### src/rtl/msi_snoop_pkg.sv
`timescale 1ns/1ps
package msi_snoop_pkg;

  typedef enum logic [1:0] {
    LINE_INV = 2'd0,
    LINE_SHR = 2'd1,
    LINE_EXC = 2'd2
  } lineState_t;

  typedef enum logic [1:0] {
    CMD_IDLE   = 2'd0,
    CMD_RDMISS = 2'd1,
    CMD_WRMISS = 2'd2,
    CMD_WBACK  = 2'd3
  } busCmd_t;

  typedef enum logic [1:0] {
    C_IDLE = 2'd0,
    C_ARB  = 2'd1,
    C_WBK  = 2'd2,
    C_MISS = 2'd3
  } ctrlState_t;

  typedef struct packed {
    logic       loadState;
    lineState_t nextState;
    logic       loadTag;
    logic       loadData;
    logic       dataFromBus;
  } lineStrobe_t;

endpackage

### src/rtl/msi_line_store.sv
`timescale 1ns/1ps
module msi_line_store
  import msi_snoop_pkg::*;
#(
  parameter int ADDR_W = 8,
  parameter int DATA_W = 16
) (
  input  logic              clk,
  input  logic              rstN,
  input  lineStrobe_t       strb,
  input  logic [ADDR_W-1:0] newTag,
  input  logic [DATA_W-1:0] cpuWdata,
  input  logic [DATA_W-1:0] busRdata,
  output lineState_t        lineState,
  output logic [ADDR_W-1:0] lineTag,
  output logic [DATA_W-1:0] lineData
);

  always_ff @(posedge clk) begin
    if (!rstN) begin
      lineState <= LINE_INV;
      lineTag   <= '0;
      lineData  <= '0;
    end else begin
      if (strb.loadState) lineState <= strb.nextState;
      if (strb.loadTag)   lineTag   <= newTag;
      if (strb.loadData)  lineData  <= strb.dataFromBus ? busRdata : cpuWdata;
    end
  end

  // a line never becomes Exclusive without a tag or data load in the same step
  assert_excl_entry_loads_R4: assert property (@(posedge clk) disable iff (!rstN)
    (strb.loadState && strb.nextState == LINE_EXC && lineState == LINE_INV) |-> strb.loadData);

endmodule

### src/rtl/msi_line_ctrl.sv
`timescale 1ns/1ps
module msi_line_ctrl
  import msi_snoop_pkg::*;
#(
  parameter int ADDR_W = 8,
  parameter int DATA_W = 16
) (
  input  logic              clk,
  input  logic              rstN,
  input  logic              cpuReq,
  input  logic              cpuWrite,
  input  logic [ADDR_W-1:0] cpuAddr,
  output logic              cpuDone,
  output logic [DATA_W-1:0] cpuRdata,
  output logic              busReq,
  input  logic              busGrant,
  output logic [1:0]        busCmd,
  output logic [ADDR_W-1:0] busAddr,
  output logic [DATA_W-1:0] busWdata,
  input  logic [DATA_W-1:0] busRdata,
  input  logic              snpValid,
  input  logic [1:0]        snpCmd,
  input  logic [ADDR_W-1:0] snpAddr,
  output logic              abortMem,
  output logic [DATA_W-1:0] snpData,
  input  lineState_t        lineState,
  input  logic [ADDR_W-1:0] lineTag,
  input  logic [DATA_W-1:0] lineData,
  output lineStrobe_t       strb
);

  ctrlState_t ctrlQ, ctrlD;

  logic tagHit, snpMatch, snpRd, snpWr, ownBus, needWb;

  always_comb begin
    tagHit   = (lineState != LINE_INV) && (lineTag == cpuAddr);
    ownBus   = (ctrlQ == C_WBK) || (ctrlQ == C_MISS);
    snpMatch = snpValid && !ownBus && (lineState != LINE_INV) && (lineTag == snpAddr);
    snpRd    = snpMatch && (snpCmd == CMD_RDMISS);
    snpWr    = snpMatch && (snpCmd == CMD_WRMISS);
    needWb   = (lineState == LINE_EXC) && (lineTag != cpuAddr);
  end

  always_comb begin
    ctrlD    = ctrlQ;
    strb     = '0;
    cpuDone  = 1'b0;
    cpuRdata = '0;
    busReq   = 1'b0;
    busCmd   = CMD_IDLE;
    busAddr  = '0;
    busWdata = '0;
    abortMem = 1'b0;
    snpData  = '0;

    // snooped misses from other caches
    if ((snpRd || snpWr) && lineState == LINE_EXC) begin
      abortMem = 1'b1;
      snpData  = lineData;
    end
    if (snpWr) begin
      strb.loadState = 1'b1;
      strb.nextState = LINE_INV;
    end else if (snpRd && lineState == LINE_EXC) begin
      strb.loadState = 1'b1;
      strb.nextState = LINE_SHR;
    end

    unique case (ctrlQ)
      C_IDLE: begin
        if (cpuReq && !snpValid) begin
          if (tagHit && (!cpuWrite || lineState == LINE_EXC)) begin
            cpuDone       = 1'b1;
            cpuRdata      = lineData;
            strb.loadData = cpuWrite;
          end else begin
            ctrlD = C_ARB;
          end
        end
      end
      C_ARB: begin
        busReq = 1'b1;
        if (busGrant) ctrlD = needWb ? C_WBK : C_MISS;
      end
      C_WBK: begin
        busReq   = 1'b1;
        busCmd   = CMD_WBACK;
        busAddr  = lineTag;
        busWdata = lineData;
        ctrlD    = C_MISS;
      end
      C_MISS: begin
        busReq           = 1'b1;
        busCmd           = cpuWrite ? CMD_WRMISS : CMD_RDMISS;
        busAddr          = cpuAddr;
        cpuDone          = 1'b1;
        cpuRdata         = cpuWrite ? '0 : busRdata;
        strb.loadState   = 1'b1;
        strb.nextState   = cpuWrite ? LINE_EXC : LINE_SHR;
        strb.loadTag     = 1'b1;
        strb.loadData    = 1'b1;
        strb.dataFromBus = !cpuWrite;
        ctrlD            = C_IDLE;
      end
      default: ctrlD = C_IDLE;
    endcase
  end

  always_ff @(posedge clk) begin
    if (!rstN) ctrlQ <= C_IDLE;
    else       ctrlQ <= ctrlD;
  end

  // commands appear on the bus only under a grant
  assert_cmd_under_grant_R3: assert property (@(posedge clk) disable iff (!rstN)
    (busCmd != CMD_IDLE) |-> busGrant);

  // a write-back is always followed by the miss it makes room for
  assert_wback_then_miss_R9: assert property (@(posedge clk) disable iff (!rstN)
    (busCmd == CMD_WBACK) |=> (busCmd == CMD_RDMISS || busCmd == CMD_WRMISS));

  // supplying dirty data leaves this cache without the dirty copy
  assert_abort_drops_excl_R7: assert property (@(posedge clk) disable iff (!rstN)
    abortMem |=> (lineState != LINE_EXC));

  // a completion without the bus only comes from a valid line
  assert_hit_needs_line_R2: assert property (@(posedge clk) disable iff (!rstN)
    (cpuDone && !busReq) |-> (lineState != LINE_INV));

  // a snoop cycle never completes a processor access
  assert_snoop_stalls_cpu_R12: assert property (@(posedge clk) disable iff (!rstN)
    (snpValid && !busGrant) |-> !cpuDone);

endmodule

### src/rtl/msi_snoop_ctrl.sv
`timescale 1ns/1ps
module msi_snoop_ctrl
  import msi_snoop_pkg::*;
#(
  parameter int ADDR_W = 8,
  parameter int DATA_W = 16
) (
  input  logic              clk,
  input  logic              rstN,
  input  logic              cpuReq,
  input  logic              cpuWrite,
  input  logic [ADDR_W-1:0] cpuAddr,
  input  logic [DATA_W-1:0] cpuWdata,
  output logic              cpuDone,
  output logic [DATA_W-1:0] cpuRdata,
  output logic              busReq,
  input  logic              busGrant,
  output logic [1:0]        busCmd,
  output logic [ADDR_W-1:0] busAddr,
  output logic [DATA_W-1:0] busWdata,
  input  logic [DATA_W-1:0] busRdata,
  input  logic              snpValid,
  input  logic [1:0]        snpCmd,
  input  logic [ADDR_W-1:0] snpAddr,
  output logic              abortMem,
  output logic [DATA_W-1:0] snpData
);

  lineStrobe_t       strb;
  lineState_t        lineState;
  logic [ADDR_W-1:0] lineTag;
  logic [DATA_W-1:0] lineData;

  msi_line_ctrl #(.ADDR_W(ADDR_W), .DATA_W(DATA_W)) u_ctrl (
    .clk(clk), .rstN(rstN),
    .cpuReq(cpuReq), .cpuWrite(cpuWrite), .cpuAddr(cpuAddr),
    .cpuDone(cpuDone), .cpuRdata(cpuRdata),
    .busReq(busReq), .busGrant(busGrant), .busCmd(busCmd),
    .busAddr(busAddr), .busWdata(busWdata), .busRdata(busRdata),
    .snpValid(snpValid), .snpCmd(snpCmd), .snpAddr(snpAddr),
    .abortMem(abortMem), .snpData(snpData),
    .lineState(lineState), .lineTag(lineTag), .lineData(lineData),
    .strb(strb)
  );

  msi_line_store #(.ADDR_W(ADDR_W), .DATA_W(DATA_W)) u_store (
    .clk(clk), .rstN(rstN), .strb(strb),
    .newTag(cpuAddr), .cpuWdata(cpuWdata), .busRdata(busRdata),
    .lineState(lineState), .lineTag(lineTag), .lineData(lineData)
  );

  // the held block identity is frozen whenever the bus is not owned
  assert_tag_frozen_R11: assert property (@(posedge clk) disable iff (!rstN)
    !busGrant |=> $stable(lineTag));

endmodule

### config.mk
export PLATFORM = sky130hd
export DESIGN_NAME = msi_snoop_ctrl
export DESIGN_NICKNAME = d
export VERILOG_FILES = /design/src/rtl/msi_snoop_pkg.sv /design/src/rtl/msi_line_store.sv /design/src/rtl/msi_line_ctrl.sv /design/src/rtl/msi_snoop_ctrl.sv
export SDC_FILE = /design/constraint.sdc
export NUM_CORES = 1
export LEC_CHECK = 0
export BUFFER_PORTS_ARGS = -buffer_cell sky130_fd_sc_hd__buf_2
export CELL_PAD_IN_SITES_DETAIL_PLACEMENT = 1
export CELL_PAD_IN_SITES_GLOBAL_PLACEMENT = 2
export CORE_MARGIN = 2
export CORE_UTILIZATION = 23
export CTS_CLUSTER_SIZE = 40
export DETAILED_ROUTE_END_ITERATION = 8
export HOLD_SLACK_MARGIN = 0.05
export PLACE_DENSITY = 0.91
export SKIP_CTS_REPAIR_TIMING = 1
export SLEW_MARGIN = 20
export SYNTH_ARGS = -nofsm -noshare
export SYNTH_HDL_FRONTEND = slang
export SYNTH_SLANG_ARGS = --single-unit
### constraint.sdc
create_clock -name clk -period 3.4 [get_ports clk]
set_clock_uncertainty 0.2 [all_clocks]
set_input_delay 0.17 -clock clk [delete_from_list [all_inputs] [get_ports clk]]
set_output_delay 0.17 -clock clk [all_outputs]
set_load 0.02 [all_outputs]
Word level (Yosys, flattened, before mapping)
Index checks and enable logic that the tools add are counted.
W data, S select, Z words.
- equality and inequality tests: 12
- mux-type cells: 27
- reduce and logical (&&, ||, !) cells: 21
- operators with widths (cell ; count):
    $mux W16 ; 6
    $pmux W16 S2 ; 1
    $eq A8 B8 Y1 ; 2
    $pmux W8 S2 ; 1
    $logic_and A1 B1 Y1 ; 11
    $eq A2 B2 Y1 const B ; 4
    $mux W1 ; 8
    $mux W2 ; 4
    $ne A8 B8 Y1 ; 1
    $pmux W2 S4 ; 1
    $mux W3 ; 2
    $eq A2 B1 Y1 const B ; 2
    $mux W4 ; 1
    $ne A2 B2 Y1 const B ; 2
    $pmux W1 S2 ; 2
    $pmux W2 S2 ; 1
    $logic_not A1 Y1 ; 3
    $logic_or A1 B1 Y1 ; 3
    $reduce_and A3 Y1 ; 1
    $reduce_or A3 Y1 ; 1
    $logic_not A2 Y1 ; 1
    $ne A2 B1 Y1 const B ; 1
    $reduce_bool A2 Y1 ; 1
- register bits: 28
- bits of input ports: 56
- output and inout bits: 61
- word-level logic and storage cells: 64

Depth between registers and ports, before layout
Gate-level depths: netlist of the first run.
- depth after elaboration: 11
- depth in mapped cells: 9
- gate-level depth less buffers: 7

Cells and area by module
A second synthesis of the first run with hierarchy kept.
- cell total of the unflattened synthesis: 233
- area total of the unflattened synthesis: 2037.0 µm²
- modules (own cells, without submodules) (module ; times used ; cells an instance ; area each (µm²) ; sequential area each (µm²)):
    msi_line_store ; 1 ; 102 ; 1063.5 ; 520.5
    msi_line_ctrl ; 1 ; 131 ; 973.4 ; 40.0

Least setup slack after synthesis of the first run
OpenSTA, ideal clock, no wires.
- path type: reg2out
- from: register u_ctrl.ctrlQ[0]
- to: output port snpData[10]
- arrival time: 2.388 ns
- required time: 3.030 ns
- setup slack: 0.642 ns
- stages on the path, launching flop included: 10
- path buffers: 2
- cell sequence: dfxtp_1 inv_1 ha_1 buf_6 nor2_1 nand3_1 or4_4 a2111oi_4 buf_6 and2_1
- longest elaborated chain between the ends: 10
- elaborated cells between the ends (all ways): 12
- classes of those cells: 2 x eq/ne; 1 x mux; 9 x reduce/logical
- RTL lines (what ; line ; RTL):
    start, declared ; msi_line_ctrl.sv:32 ; ctrlState_t ctrlQ, ctrlD;
    start signal, assigned ; msi_line_ctrl.sv:112 ; else ctrlQ <= ctrlD;
    $eq A2 B2 Y1 ; msi_line_ctrl.sv:38 ; ownBus = (ctrlQ == C_WBK) || (ctrlQ == C_MISS);
    $logic_or A1 B1 Y1 (*) ; msi_line_ctrl.sv:38 ;
    $logic_not A1 Y1 (*) ; msi_line_ctrl.sv:39 ; snpMatch = snpValid && !ownBus && (lineState != LINE_INV) && (lineTag == snpAddr);
    $logic_and A1 B1 Y1 (*) (3 in series) ; msi_line_ctrl.sv:39 ;
    $logic_and A1 B1 Y1 (on tied branches) ; msi_line_ctrl.sv:40, msi_line_ctrl.sv:41 ;
    $logic_or A1 B1 Y1 (*) ; msi_line_ctrl.sv:58 ; if ((snpRd || snpWr) && lineState == LINE_EXC) begin
    $logic_and A1 B1 Y1 (*) ; msi_line_ctrl.sv:58 ;
    $mux W16 (*) ; msi_line_ctrl.sv:58 ;
    end, declared ; msi_snoop_ctrl.sv:26 ; output logic [DATA_W-1:0] snpData
Every way passes the cells marked *; elsewhere a longest branch is shown, timed or not.

Worst setup path in the final report of the first run
- from: register u_ctrl.ctrlQ[0]
- to: output port snpData[14]
Same word-level chain as after synthesis.

==> flow_metrics.env, run 1 <==
export IMPL_outcome="finished clean"
export IMPL_yosysSeqAreaShare=0.2477
export IMPL_io_pin_count=117
export IMPL_cp_start_kind="register"
export IMPL_synth_most_common_cell="nand2_1"
export IMPL_syn_cell_area_sq_um=2263
export IMPL_die_x_um=103.2
export IMPL_nets=504
export IMPL_holdWs_ns=0.03417
export IMPL_ys_types=46
export IMPL_root_buffer="clkbuf_8"
export IMPL_synthCells=325
export IMPL_total_power_mw=1.060
export IMPL_worstSetupPathType="reg2out"
export IMPL_drcViolationCount=0
export IMPL_clockBufferDepth=2
export IMPL_ys_async_sr_fraction=0
export IMPL_synth_ff_type="dfxtp_1"
export IMPL_register_area_sq_um=560.5
export IMPL_rr_worst_depth=7
export IMPL_nFillCells=1244
export IMPL_cp_max_fo=16
export IMPL_finalMaxSlewViolations=0
export IMPL_synth_avg_cell_area_sq_um=6.964
export IMPL_grt_ovfl_total=0
export IMPL_wl_mm=8.599
export IMPL_dp_hpwl_mm=6.274
export IMPL_holdPathEnd="u_store.lineData[10]"
export IMPL_final_area_sq_um=3162
export IMPL_p_per_area_nw_per_um2=335.2
export IMPL_cap_viol_max_count=0
export IMPL_vias_per_cell=4.557
export IMPL_slew_headroom=0.4359
export IMPL_synth_area_leaders="dfxtp_1 (25%), nand2_1 (13%), and2_1 (8.8%)"
export IMPL_finalHoldViolCount=0
export IMPL_grt_pass1_wl_mm=13.18
export IMPL_synth_edf_count=0
export IMPL_synth_top_area_share=0.2477
export IMPL_r2r_end="u_store.lineState[0]"
export IMPL_core_area_sq_um=9684
export IMPL_p_leak_nw=1.545
export IMPL_drtPass1Iterations=4
export IMPL_tns_ns=0
export IMPL_tightest_slew_ns=0.8462
export IMPL_grt_total_usage=0.1582
export IMPL_cts_tree="done"
export IMPL_fin_crit_ns=3.134
export IMPL_first_global_vias=2628
export IMPL_synth_seq_cells=28
export IMPL_numClockSinks=28
export IMPL_clk_pin_slew_ns=0.11
export IMPL_antenna_found_initial=0
export IMPL_final_util=0.3265
export IMPL_layout_drive_gt1_share=0.3145
export IMPL_h_tree_depth=1
export IMPL_post_dp_cell_area_sq_um=2993
export IMPL_hold_class="in2reg"
export IMPL_ir_worst_vdd_v=0.0001834
export IMPL_hp_start="cpuWdata[10]"
export IMPL_reg2reg_from="u_ctrl.ctrlQ[0]"
export IMPL_antenna_left=0
export IMPL_critical_path_arrival_ns=2.76
export IMPL_die_h_um=103.2
export IMPL_fmaxAchievable_ghz=0.3191
export IMPL_synth_warnings=0
export IMPL_n_antenna_cell=0
export IMPL_cts_inserted_buffers=3
export IMPL_setup_viol=0
export IMPL_initial_utilization=0.2337
export IMPL_min_delay_path_depth=5
export IMPL_r2r_slack_ns=0.87
export IMPL_syn_nets=386
export IMPL_clock_latency_ns=0.28
export IMPL_multi_input_area_sq_um=1592
export IMPL_rsz0062_at_grt="no"
export IMPL_synth_largest_area_cell="dfxtp_1"
export IMPL_drt_initial_drc_count=42
export IMPL_finalCritPeriodShare=0.9217
export IMPL_yosys_top_cells_count="nand2_1 (81), and2_1 (32), a21oi_1 (31)"
export IMPL_design_die_area_sq_um=10650
export IMPL_route_vias_total=2620
export IMPL_grt_max_degree=33
export IMPL_row_count=36
export IMPL_area_delta_synth_final_pct=39.69
export IMPL_required_ns=3.03
export IMPL_wl_per_cell_um=14.95
export IMPL_numPortBuffers=116
export IMPL_crit_path_end_kind="output port"
export IMPL_gp_congestion=0.7854
==> power breakdown <==
group / switching [mW] / internal, mW
sequential: 0.0300 / 0.353
clock: 0.113 / 0.104
combinational: 0.289 / 0.171
total: 0.432 / 0.628
==> final cells by class <==
type	count	area share
Tap cell	133	0.05263
Multi-Input combinational cell	267	0.5034
Sequential cell	28	0.1773
Timing Repair Buffer	136	0.2410
Clock buffer	4	0.01741
Inverter	7	0.008310
==> worst max path at each step <==
stage	endpoint	slack (ns)	cells past startpoint	from
final	snpData[14]	0.27	9	u_ctrl.ctrlQ[0]
after global routing	snpData[5]	0.05	9	u_ctrl.ctrlQ[0]
after CTS	snpData[0]	0.19	9	u_ctrl.ctrlQ[0]
after detailed placement	snpData[0]	0.51	9	u_ctrl.ctrlQ[0]
after global placement	snpData[0]	0.67	9	u_ctrl.ctrlQ[0]
after floorplan	snpData[10]	0.64	9	u_ctrl.ctrlQ[0]
==> per-stage QoR <==
stage | instances | worst slack (ns)
6_report | 575 | 0.2664
5_1_grt | 575 | 0.05165
4_1_cts | 564 | 0.1884
3_5_place_dp | 560 | 0.5150
3_3_place_gp | 560 | 0.6739
2_1_floorplan | 325 | 0.6417
==> critical path, cell delays in order (launching register included) <==
cell and delay [ns]:
dfxtp_1 0.46, inv_1 0.14, ha_1 0.23, nor2_1 0.09, nand3_1 0.08, or4_4 0.55
a2111oi_4 0.39, buf_6 0.23, and2_1 0.14, buf_2 0.16
==> layout by cell type (no fill, tap or decap), types with 4 or more instances in the layout <==
master,synthesis,routed
buf_2,1,116
nand2_1,81,81
and2_1,32,32
a21oi_1,31,31
dfxtp_1,28,28
or3_1,16,16
xnor2_1,14,14
nor2_1,14,13
o21ai_1,13,13
dlygate4sd3_1,0,11
mux2i_1,8,8
buf_4,0,8
a22o_1,7,7
inv_1,6,6
ha_1,5,5
clkbuf_8,0,4
==> state kept, by name, summed over array words and instances (netlist names) <==
name and count:
u_store.lineData 16, u_store.lineTag 8, u_ctrl.ctrlQ 2, u_store.lineState 2
==> metal layers <==
| layer | vias up | GRT usage | share of wire |
|---|---|---|---|
| li1 | 1328 | - | - |
| met1 | 1219 | 0.2000 | 0.44 |
| met2 | 69 | 0.2847 | 0.51 |
| met3 | 4 | 0.02352 | 0.043 |
| met4 | 0 | 0.03441 | 0.0065 |
| met5 | - | 0 | 0 |
==> cells by family after synthesis <==
logic type      after synthesis  share of synthesized area
fa+ha+maj                     5                    0.02764
buf+inv                      30                    0.05693
compound gates               68                     0.1913
mux                           8                    0.03538
xor+xnor                     16                    0.06192
simple gates                170                     0.3792
flops                        28                     0.2477
Power figures use the tool's default switching activity.
==> run 2, diff against run 1 <==
==> constraint.sdc (replaced) <==
create_clock -name clk -period 3.4 [get_ports clk]
set_clock_uncertainty 0.2 [all_clocks]
set_input_delay 0.34 -clock clk [delete_from_list [all_inputs] [get_ports clk]]
set_output_delay 0.34 -clock clk [all_outputs]
set_load 0.02 [all_outputs]
==> run 2 against run 1 <==
Effect of this change:
- sequential cell count unchanged
- largest cell class unchanged
- critical path type unchanged
- sequential power barely moved
- routed wire length is 1.1% higher
==> flow_metrics.env, run 2 (synthesized netlist as in run 1, its figures left out) <==
export IMPL_drcViolationCount=0
export IMPL_fmaxAchievable_ghz=0.3103
export IMPL_design_die_area_sq_um=10650
export IMPL_rr_worst_depth=7
export IMPL_worstSetupPathType="reg2out"
export IMPL_crit_path_end_kind="output port"
export IMPL_critical_path_cell_chain="inv_1 -> ha_1 -> nor2_1 -> nand3_1 -> or4_4 -> a2111oi_4 -> buf_12 -> and2_1 -> buf_2"
export IMPL_sequentialPowerShare=0.364
export IMPL_finalHoldViolCount=0
export IMPL_mostFrequentLayoutCell="buf_2"
export IMPL_dp_hpwl_mm=6.487
export IMPL_crit_buf_inv=3
export IMPL_hp_start="cpuAddr[6]"
export IMPL_min_delay_path_depth=3
export IMPL_final_cell_mix="buf_2 (116), nand2_1 (81), and2_1 (32)"
export IMPL_hold_class="in2reg"
export IMPL_nFillCells=1268
export IMPL_finalMaxSlewViolations=0
export IMPL_r2r_slack_ns=0.94
export IMPL_p_leak_nw=1.506
export IMPL_layout_drive_gt1_share=0.3264
export IMPL_core_area_sq_um=9684
export IMPL_root_buffer="clkbuf_8"
export IMPL_power_internal_uw=621.2
export IMPL_final_util=0.3169
export IMPL_fin_crit_ns=3.223
export IMPL_switching_power_uw=435.3
export IMPL_largest_register_ffs=16
export IMPL_swShare=0.4120
export IMPL_crit_family="simple AND/OR/NAND/NOR gates"
export IMPL_h_tree_depth=1
export IMPL_io_pin_count=117
export IMPL_cts_inserted_buffers=3
export IMPL_grt_total_usage=0.1613
export IMPL_cp_max_fo=15
export IMPL_antenna_left=0
export IMPL_slew_headroom=0.7302
export IMPL_first_global_vias=2700
export IMPL_register_area_sq_um=561.8
export IMPL_holdPathEnd="u_store.lineTag[6]"
export IMPL_r2r_end="u_store.lineState[0]"
export IMPL_critical_path_arrival_ns=2.68
export IMPL_tightest_slew_ns=0.4047
export IMPL_rsz0062_at_grt="no"
export IMPL_comb_power_share=0.430
export IMPL_vias_per_cell=4.681
export IMPL_ir_worst_vdd_v=0.0001916
export IMPL_antenna_found_initial=0
export IMPL_setup_viol=0
export IMPL_required_ns=2.86
export IMPL_p_clk_frac=0.206
export IMPL_initial_utilization=0.2337
export IMPL_die_h_um=103.2
export IMPL_n_antenna_cell=0
export IMPL_die_x_um=103.2
export IMPL_wl_per_cell_um=15.38
export IMPL_multi_input_area_sq_um=1592
export IMPL_cp_start_kind="register"
export IMPL_p_per_area_nw_per_um2=344.2
export IMPL_grt_ovfl_total=0
export IMPL_row_count=36
export IMPL_critPathSlowestCell="or4_4"
export IMPL_grt_pass1_wl_mm=13.50
export IMPL_clockBufferDepth=2
export IMPL_cap_viol_max_count=0
export IMPL_drt_initial_drc_count=62
export IMPL_cts_tree="done"
export IMPL_numPortBuffers=116
export IMPL_drtPass1Iterations=4
export IMPL_grt_max_degree=33
export IMPL_wl_mm=8.691
export IMPL_nets=494
export IMPL_clk_pin_slew_ns=0.11
export IMPL_tns_ns=0
export IMPL_gp_congestion=0.8076
export IMPL_largest_registers="u_store.lineData x16, u_store.lineTag x8"
export IMPL_route_vias_total=2645
export IMPL_area_delta_synth_final_pct=35.60
export IMPL_outcome="finished clean"
export IMPL_slowest_delay_ns=0.56
export IMPL_reg2reg_from="u_ctrl.ctrlQ[0]"
export IMPL_numClockSinks=28
export IMPL_clock_latency_ns=0.28
export IMPL_finalCritPeriodShare=0.9479
export IMPL_regMostFlops="u_store.lineData"
## run 2: cell count changes in the layout (fill, tap and decap cells not counted), sizes merged
cell,delta
buf,+1
dlygate4sd3,-11
## run 2: area by class of cell
type,instances,share of cell area
inverter,7,0.008561
multi-input combinational,267,0.5186
sequential,28,0.1830
tap,133,0.05422
clock buffer,4,0.01794
timing repair buffer,126,0.2177
## run 2: worst min-delay path, delay by kind of cell
family        cells  cell delay, ns
simple gates      1            0.08
buf+inv           1            0.11
mux               1            0.07
## run 2: worst max path at each step
stage	startpoint	end	cells after the start
5_1_grt	u_ctrl.ctrlQ[0]	snpData[6]	9
3_3_place_gp	u_ctrl.ctrlQ[0]	snpData[15]	9
4_1_cts	u_ctrl.ctrlQ[0]	snpData[15]	9
6_report	u_ctrl.ctrlQ[0]	snpData[15]	9
3_5_place_dp	u_ctrl.ctrlQ[0]	snpData[15]	9
2_1_floorplan	u_ctrl.ctrlQ[0]	snpData[10]	9
## run 2: power groups by stage
stage	sequential (mW)	clock (mW)	combinational [mW]
CTS	0.383	0.225	0.459
finish	0.384	0.218	0.455
global route	0.388	0.236	0.508
floorplan	0.381	0	0.293
detailed placement	0.391	0	0.457
global placement	0.388	0	0.444
## run 2: per-stage QoR
| step | area (sq um) | power [mW] | hold WS (ns) | setup WS, ns | cells |
|---|---|---|---|---|---|
| after CTS | 3068 | 1.067 | 0.1385 | 0.09219 | 565 |
| after global routing | 3069 | 1.133 | 0.1508 | 0.04538 | 565 |
| after floorplan | 2263 | 0.6742 | 0.2725 | 0.4717 | 325 |
| after global placement | 3013 | 0.8320 | 0.3021 | 0.4987 | 561 |
| after detailed placement | 3013 | 0.8476 | 0.3175 | 0.4283 | 561 |
| final | 3069 | 1.056 | 0.1377 | 0.1771 | 565 |
## run 2: per-layer routing
metal | up-vias | share of wire | global-route usage
met3 | 6 | 0.050 | 0.02823
li1 | 1307 | - | -
met4 | 0 | 0.0092 | 0.03138
met1 | 1271 | 0.44 | 0.2047
met5 | - | 0 | 0
met2 | 61 | 0.50 | 0.2877
